`config.mk`:
```
export PLATFORM = sky130hd
export DESIGN_NAME = lds_sampler
export DESIGN_NICKNAME = d
export VERILOG_FILES = /design/src/rtl/lds_pkg.sv /design/src/rtl/lds_prng.sv /design/src/rtl/lds_exp_lut.sv /design/src/rtl/lds_cum_bank.sv /design/src/rtl/lds_sampler.sv
export SDC_FILE = /design/constraint.sdc
export NUM_CORES = 1
export LEC_CHECK = 0
export BUFFER_PORTS_ARGS = -buffer_cell sky130_fd_sc_hd__buf_2
export CORE_ASPECT_RATIO = 0.5
export CORE_MARGIN = 2
export CORE_UTILIZATION = 65
export DETAILED_ROUTE_END_ITERATION = 10
export PLACE_DENSITY_LB_ADDON = 0.12
export SETUP_SLACK_MARGIN = 0.02
export SYNTH_ARGS = -nofsm -noshare
export SYNTH_HDL_FRONTEND = slang
export SYNTH_HIERARCHICAL = 1
export SYNTH_SLANG_ARGS = --single-unit
export TNS_END_PERCENT = 20
```
`constraint.sdc`:
```
create_clock -name clk_i -period 14.98 [get_ports clk_i]
set_input_delay 0.749 -clock clk_i [delete_from_list [all_inputs] [get_ports clk_i]]
set_output_delay 0.749 -clock clk_i [all_outputs]
set_load 0.02 [all_outputs]
```
`src/rtl/lds_pkg.sv`:
```
package lds_pkg;

  typedef enum logic [2:0] {
    ST_IDLE,
    ST_MAX,
    ST_SUM,
    ST_THR,
    ST_SCAN
  } lds_state_e;

  localparam int unsigned QB = 24;

  // exp(-2^-frac) in Q24 via alternating series
  function automatic longint unsigned exp_step_q(int unsigned frac);
    longint unsigned t;
    longint          s;
    t = longint'(1) << QB;
    s = longint'(1) << QB;
    for (int k = 1; k <= 12; k++) begin
      t = (t >> frac) / longint'(k);
      if (k % 2 == 1) s = s - longint'(t);
      else            s = s + longint'(t);
    end
    return longint'(s);
  endfunction

  // round(wmax * exp(-d / 2^frac))
  function automatic int unsigned exp_weight(int unsigned d, int unsigned frac,
                                             int unsigned wmax);
    longint unsigned r;
    longint unsigned w;
    r = exp_step_q(frac);
    w = longint'(wmax) << QB;
    for (int unsigned j = 0; j < d; j++) w = (w * r) >> QB;
    return int'((w + (longint'(1) << (QB - 1))) >> QB);
  endfunction

endpackage

```
`src/rtl/lds_prng.sv`:
```
module lds_prng #(
  parameter int unsigned        LW   = 16,
  parameter int unsigned        UW   = 8,
  parameter logic [LW-1:0]      TAPS = 16'hB400
) (
  input  logic          clk_i,
  input  logic          rst_ni,
  input  logic          load_i,
  input  logic [LW-1:0] seed_i,
  input  logic          step_i,
  output logic [UW-1:0] u_o
);

  logic [LW-1:0] st_q;

  always_ff @(posedge clk_i or negedge rst_ni) begin
    if (!rst_ni) begin
      st_q <= LW'(1);
    end else if (load_i) begin
      st_q <= (seed_i == '0) ? LW'(1) : seed_i;
    end else if (step_i) begin
      st_q <= (st_q >> 1) ^ (st_q[0] ? TAPS : '0);
    end
  end

  assign u_o = st_q[UW-1:0];

endmodule

```
`src/rtl/lds_exp_lut.sv`:
```
module lds_exp_lut #(
  parameter int unsigned DEPTH = 64,
  parameter int unsigned FRAC  = 3,
  parameter int unsigned WW    = 8,
  localparam int unsigned AW   = $clog2(DEPTH)
) (
  input  logic [AW-1:0] addr_i,
  input  logic          hit_i,
  output logic [WW-1:0] w_o
);

  logic [WW-1:0] tbl [DEPTH];

  for (genvar j = 0; j < DEPTH; j++) begin : g_tbl
    localparam int unsigned WV = lds_pkg::exp_weight(j, FRAC, (1 << WW) - 1);
    assign tbl[j] = WW'(WV);
  end

  assign w_o = hit_i ? tbl[addr_i] : '0;

endmodule

```
`src/rtl/lds_cum_bank.sv`:
```
module lds_cum_bank #(
  parameter int unsigned K  = 8,
  parameter int unsigned CW = 11,
  localparam int unsigned IW = $clog2(K)
) (
  input  logic          clk_i,
  input  logic          rst_ni,
  input  logic          we_i,
  input  logic [IW-1:0] waddr_i,
  input  logic [CW-1:0] wdata_i,
  input  logic [IW-1:0] raddr_i,
  output logic [CW-1:0] rdata_o
);

  logic [CW-1:0] mem_q [K];

  for (genvar k = 0; k < K; k++) begin : g_ent
    always_ff @(posedge clk_i or negedge rst_ni) begin
      if (!rst_ni)                           mem_q[k] <= '0;
      else if (we_i && waddr_i == IW'(k))    mem_q[k] <= wdata_i;
    end
  end

  assign rdata_o = mem_q[raddr_i];

endmodule

```
`src/rtl/lds_sampler.sv`:
```
module lds_sampler #(
  parameter int unsigned K     = 8,
  parameter int unsigned EW    = 8,
  parameter int unsigned FRAC  = 3,
  parameter int unsigned WW    = 8,
  parameter int unsigned DEPTH = 64,
  parameter int unsigned LW    = 16,
  parameter int unsigned UW    = 8,
  localparam int unsigned IW   = $clog2(K),
  localparam int unsigned AW   = $clog2(DEPTH),
  localparam int unsigned CW   = WW + IW
) (
  input  logic            clk_i,
  input  logic            rst_ni,
  input  logic            start_i,
  input  logic [K*EW-1:0] energy_i,
  input  logic            seed_load_i,
  input  logic [LW-1:0]   seed_i,
  output logic            busy_o,
  output logic            done_o,
  output logic [IW-1:0]   index_o
);
  import lds_pkg::*;

  localparam logic [IW-1:0] LAST = IW'(K - 1);

  lds_state_e           state_q;
  logic [IW-1:0]        i_q;
  logic signed [EW-1:0] e_q [K];
  logic signed [EW-1:0] e_in [K];
  logic signed [EW-1:0] max_q;
  logic [CW-1:0]        acc_q;
  logic [CW-1:0]        thr_q;
  logic [UW-1:0]        u_q;
  logic [UW-1:0]        u_rng;
  logic [IW-1:0]        index_q;
  logic                 done_q;
  logic                 accept;

  for (genvar k = 0; k < K; k++) begin : g_unpack
    assign e_in[k] = energy_i[k*EW +: EW];
  end

  assign accept = start_i && (state_q == ST_IDLE);

  lds_prng #(.LW(LW), .UW(UW)) u_prng (
    .clk_i  (clk_i),
    .rst_ni (rst_ni),
    .load_i (seed_load_i),
    .seed_i (seed_i),
    .step_i (accept),
    .u_o    (u_rng)
  );

  // distance of current candidate below the maximum
  logic signed [EW-1:0] e_cur;
  logic signed [EW:0]   diff_s;
  logic [EW:0]          diff_u;
  logic                 in_rng;
  logic [WW-1:0]        w_cur;
  logic [CW-1:0]        acc_nx;

  assign e_cur  = e_q[i_q];
  assign diff_s = {max_q[EW-1], max_q} - {e_cur[EW-1], e_cur};
  assign diff_u = diff_s;
  assign in_rng = 32'(diff_u) < 32'(DEPTH);
  assign acc_nx = acc_q + CW'(w_cur);

  lds_exp_lut #(.DEPTH(DEPTH), .FRAC(FRAC), .WW(WW)) u_lut (
    .addr_i (diff_u[AW-1:0]),
    .hit_i  (in_rng),
    .w_o    (w_cur)
  );

  logic [CW-1:0] cum_rd;

  lds_cum_bank #(.K(K), .CW(CW)) u_cum (
    .clk_i   (clk_i),
    .rst_ni  (rst_ni),
    .we_i    (state_q == ST_SUM),
    .waddr_i (i_q),
    .wdata_i (acc_nx),
    .raddr_i (i_q),
    .rdata_o (cum_rd)
  );

  logic [UW+CW-1:0] prod;
  assign prod = {{CW{1'b0}}, u_q} * {{UW{1'b0}}, acc_q};

  always_ff @(posedge clk_i or negedge rst_ni) begin
    if (!rst_ni) begin
      state_q <= ST_IDLE;
      i_q     <= '0;
      max_q   <= '0;
      acc_q   <= '0;
      thr_q   <= '0;
      u_q     <= '0;
      index_q <= '0;
      done_q  <= 1'b0;
    end else begin
      done_q <= 1'b0;
      unique case (state_q)
        ST_IDLE: begin
          if (accept) begin
            u_q     <= u_rng;
            max_q   <= {1'b1, {(EW-1){1'b0}}};
            i_q     <= '0;
            state_q <= ST_MAX;
          end
        end
        ST_MAX: begin
          if (e_cur > max_q) max_q <= e_cur;
          if (i_q == LAST) begin
            i_q     <= '0;
            acc_q   <= '0;
            state_q <= ST_SUM;
          end else begin
            i_q <= i_q + 1'b1;
          end
        end
        ST_SUM: begin
          acc_q <= acc_nx;
          if (i_q == LAST) begin
            i_q     <= '0;
            state_q <= ST_THR;
          end else begin
            i_q <= i_q + 1'b1;
          end
        end
        ST_THR: begin
          thr_q   <= prod[UW+CW-1:UW];
          state_q <= ST_SCAN;
        end
        ST_SCAN: begin
          if (cum_rd > thr_q || i_q == LAST) begin
            index_q <= i_q;
            done_q  <= 1'b1;
            state_q <= ST_IDLE;
          end else begin
            i_q <= i_q + 1'b1;
          end
        end
        default: state_q <= ST_IDLE;
      endcase
    end
  end

  for (genvar k = 0; k < K; k++) begin : g_cap
    always_ff @(posedge clk_i or negedge rst_ni) begin
      if (!rst_ni)     e_q[k] <= '0;
      else if (accept) e_q[k] <= e_in[k];
    end
  end

  assign busy_o  = (state_q != ST_IDLE);
  assign done_o  = done_q;
  assign index_o = index_q;

endmodule

```
==> impl_metrics.env <==
export IMPL_grt_max_degree=90
export IMPL_path_clk_slew_ns=0.07
export IMPL_die_w_um=210.8
export IMPL_required_ns=15.41
export IMPL_start_util_pct=67.00
export IMPL_synth_flop_cell="dfrtp_1"
export IMPL_synth_seq_cells=216
export IMPL_cts_buffer_depth=3
export IMPL_power_leakage_uw=0.007400
export IMPL_hp_class="in -> async"
export IMPL_finalCriticalPeriod_ns=6.567
export IMPL_cts_tree="built"
export IMPL_worstSetupPathType="reg -> reg"
export IMPL_root_buffer="clkbuf_16"
export IMPL_final_setup_tns_ns=0
export IMPL_dr_pass1_iters=4
export IMPL_final_setup_skew_ns=0.01089
export IMPL_port_buffers=88
export IMPL_grt_pass1_wl_mm=50.76
export IMPL_ctsResizeCount=0
export IMPL_areaGrowthSynthToFinish_pct=8.617
export IMPL_n_antenna_cell=0
export IMPL_critical_path_most_common_cell="a21oi_1"
export IMPL_place_area_um2=14430
export IMPL_setup_viol=0
export IMPL_overflow=0
export IMPL_design_area_um2=15090
export IMPL_reg2reg_slack_ns=8.41
export IMPL_slew_violations=0
export IMPL_fp_dieArea_um2=22640
export IMPL_vias=9180
export IMPL_clkLatencyLatePin_ns=0.50
export IMPL_seq_area_um2=5408
export IMPL_max_vdd_ir_drop_uv=194.6
export IMPL_layout_drive_gt1_share_pct=29.08
export IMPL_dp_cells=1453
export IMPL_cts_setup_buffers=0
export IMPL_track_usage_pct=28.74
export IMPL_die_y_um=107.4
export IMPL_crit_arrival_ns=7.00
export IMPL_ant_nets=0
export IMPL_io_pins=89
export IMPL_place_ws_ns=8.611
export IMPL_wl_per_cell_um=20.35
export IMPL_synth_cells=1146
export IMPL_ys_seq_area_share_pct=38.91
export IMPL_syn_nets=1357
export IMPL_wirelength_mm=30.26
export IMPL_finalCritPeriodShare_pct=43.84
export IMPL_endpoint_kind="register"
export IMPL_grt_antenna_before_repair=1
export IMPL_finalHoldViolCount=0
export IMPL_post_route_drc_count=0
export IMPL_hold_buffers=0
export IMPL_grt_pass1_vias=9905
export IMPL_avgSynthCellArea_um2=12.13
export IMPL_dp_hpwl_mm=21.37
export IMPL_core_area_um2=20740
export IMPL_nFillCells=1450
export IMPL_max_stage_delay_ns=0.62
export IMPL_slew_headroom_pct=19.55
export IMPL_fin_nets=1413
export IMPL_final_cells=1487
export IMPL_routed_via_density=6.174
export IMPL_synthArstFlopShare_pct=100.0
export IMPL_tightest_slew_ns=1.207
export IMPL_crit_path_max_fanout=33
export IMPL_total_power_uw=3199
export IMPL_yosys_warnings=6
export IMPL_synthesis_area_um2=13900
export IMPL_multi_input_area_um2=7782
export IMPL_setup_slack_ns=8.413
export IMPL_startpoint_type="register"
export IMPL_power_density_nw_per_um2=212.0
export IMPL_cts_sinks=216
export IMPL_placementRows=37
export IMPL_status="finished clean"
export IMPL_cap_violations=0
export IMPL_crit_slowest_cell="o41ai_1"
export IMPL_rsz0062_at_grt="no"
export IMPL_cts_htree_levels=1
export IMPL_synth_edf_count=0
export IMPL_crit_chain="buf_4, mux4_2, mux2_2, inv_1, ha_1, nor2b_1, o21a_1, o21ai_1, a21oi_1, or2_2, o41ai_1, inv_1, a2111oi_0, o32a_1, ha_1, fa_1, a21o_1, a21oi_1, o21bai_1, a21oi_1, a21oi_1, nand3_1, xnor2_1, mux2_2"
export IMPL_drtIter0Drc=594
export IMPL_yosysUniqueCellTypes=82
export IMPL_cts_buffers=20
export IMPL_clock_fmax_mhz=152.3
export IMPL_gp_congestion=0.8937
## final timing paths
| path | from | endpoint | depth (start not counted) |
|---|---|---|---|
| worst max-delay path | i_q[1]$_DFFE_PN0P_ | u_cum/mem_q[87]$_DFFE_PN0P_ | 24 |
| worst min-delay path | rst_ni | e_q[47]$_DFFE_PN0P_ | 1 |
| worst max register to register | i_q[1]$_DFFE_PN0P_ | u_cum/mem_q[87]$_DFFE_PN0P_ | 24 |
| worst min register to register | thr_q[8]$_DFFE_PN0P_ | thr_q[8]$_DFFE_PN0P_ | 2 |
| max in group asynchronous | rst_ni | i_q[0]$_DFFE_PN0P_ | 2 |
| min in group clk_i | energy_i[31] | e_q[39]$_DFFE_PN0P_ | 2 |
## cells in the final DEF, fill, tap and decap left out, types with 7 or more instances in the layout
cell type and instances:
dfrtp_1 214, mux2_2 177, inv_1 100, buf_2 87, ha_1 72, and2_1 64, nand2_1 60, fa_1 55
a21oi_1 28, mux2i_1 23, o21ai_0 23, mux4_1 22, nor2_1 21, clkbuf_16 21, mux4_2 17, o21ai_1 16
xnor2_1 15, a21o_1 12, nand2b_1 12, a22o_1 11, buf_4 10, clkbuf_8 9, o21a_1 8, nor3_1 8
xor2_1 8, nand3_1 7, a211oi_1 7
## worst max-delay path: cells and delay by family (launching register included)
family | cells | cell delay, ns
mux | 3 | 0.98
compound gates | 11 | 2.55
fa+ha+maj | 3 | 0.62
simple gates | 3 | 0.60
buf+inv | 3 | 0.73
xor+xnor | 1 | 0.51
flops | 1 | 0.49
## layer usage
layer | vias up | part of all wire, % | GRT usage [%]
li1 | 4159 | - | -
met1 | 4733 | 45 | 39.48
met2 | 230 | 48 | 48.26
met3 | 58 | 5.1 | 4.551
met4 | 0 | 2.4 | 7.998
met5 | - | 0 | 0
## logic make-up (layout without fill, tap and decap cells)
logic type                 Yosys count  in the layout  share of synthesized area (%)
xor gates and xnor gates            23             23                          1.450
AOI/OAI and AO/OA                  159            159                          8.221
DFF                                216            216                          38.91
adders and majority gates          127            127                          14.41
and+or+nand+nor                    218            218                          8.851
buffers and inverters              164            232                          5.249
muxes                              239            239                          22.92
## metrics by stage
step	hold WS (ns)	utilization, %
floorplan	0.4485	-
global placement	0.4713	69.58
detailed placement	0.4785	69.58
CTS	0.3223	72.77
global route	0.3462	72.77
finish	0.2919	72.77
## state kept, by name (all words and copies together), names as in the netlist
register and cells:
u_cum/mem_q 88, e_q 64, u_prng/st_q 16, acc_q 11, thr_q 11, max_q 8, u_q 8, i_q 3
index_o 3, state_q 3, done_o 1
## synth_stat cells, drive strengths merged (7+ instances only)
master / number / area share [%]
xnor2: 15 / 0.95
buf: 39 / 1.9
a21oi: 28 / 1.0
mux4: 39 / 6.9
inv: 100 / 2.7
nor2: 22 / 0.59
a21o: 12 / 0.65
mux2: 177 / 14
nor3: 8 / 0.29
xor2: 8 / 0.50
clkbuf: 25 / 0.68
o21ai: 40 / 1.5
dfrtp: 215 / 39
and2: 66 / 3.0
nand3: 7 / 0.25
fa: 55 / 7.9
a22o: 11 / 0.69
a211oi: 8 / 0.47
mux2i: 23 / 1.7
o21a: 8 / 0.43
nand2b: 12 / 0.54
ha: 72 / 6.5
nand2: 61 / 1.7
## final cells by class
cell class | instances | area share (%)
clock buffers | 31 | 4.261
clock inverters | 3 | 0.1243
inverters | 100 | 2.487
multi-input cells | 766 | 51.56
flip-flops and latches | 216 | 35.83
well taps | 273 | 2.263
repair buffers | 98 | 3.473
## power breakdown
group / total, µW / switching, µW / leakage [µW] / internal, µW
sequential: 887 / 154 / 0.00282 / 733
combinational: 1800 / 1020 / 0.00425 / 777
clock: 513 / 218 / 0.000331 / 295
No activity file was read; power rests on OpenSTA's default activity.
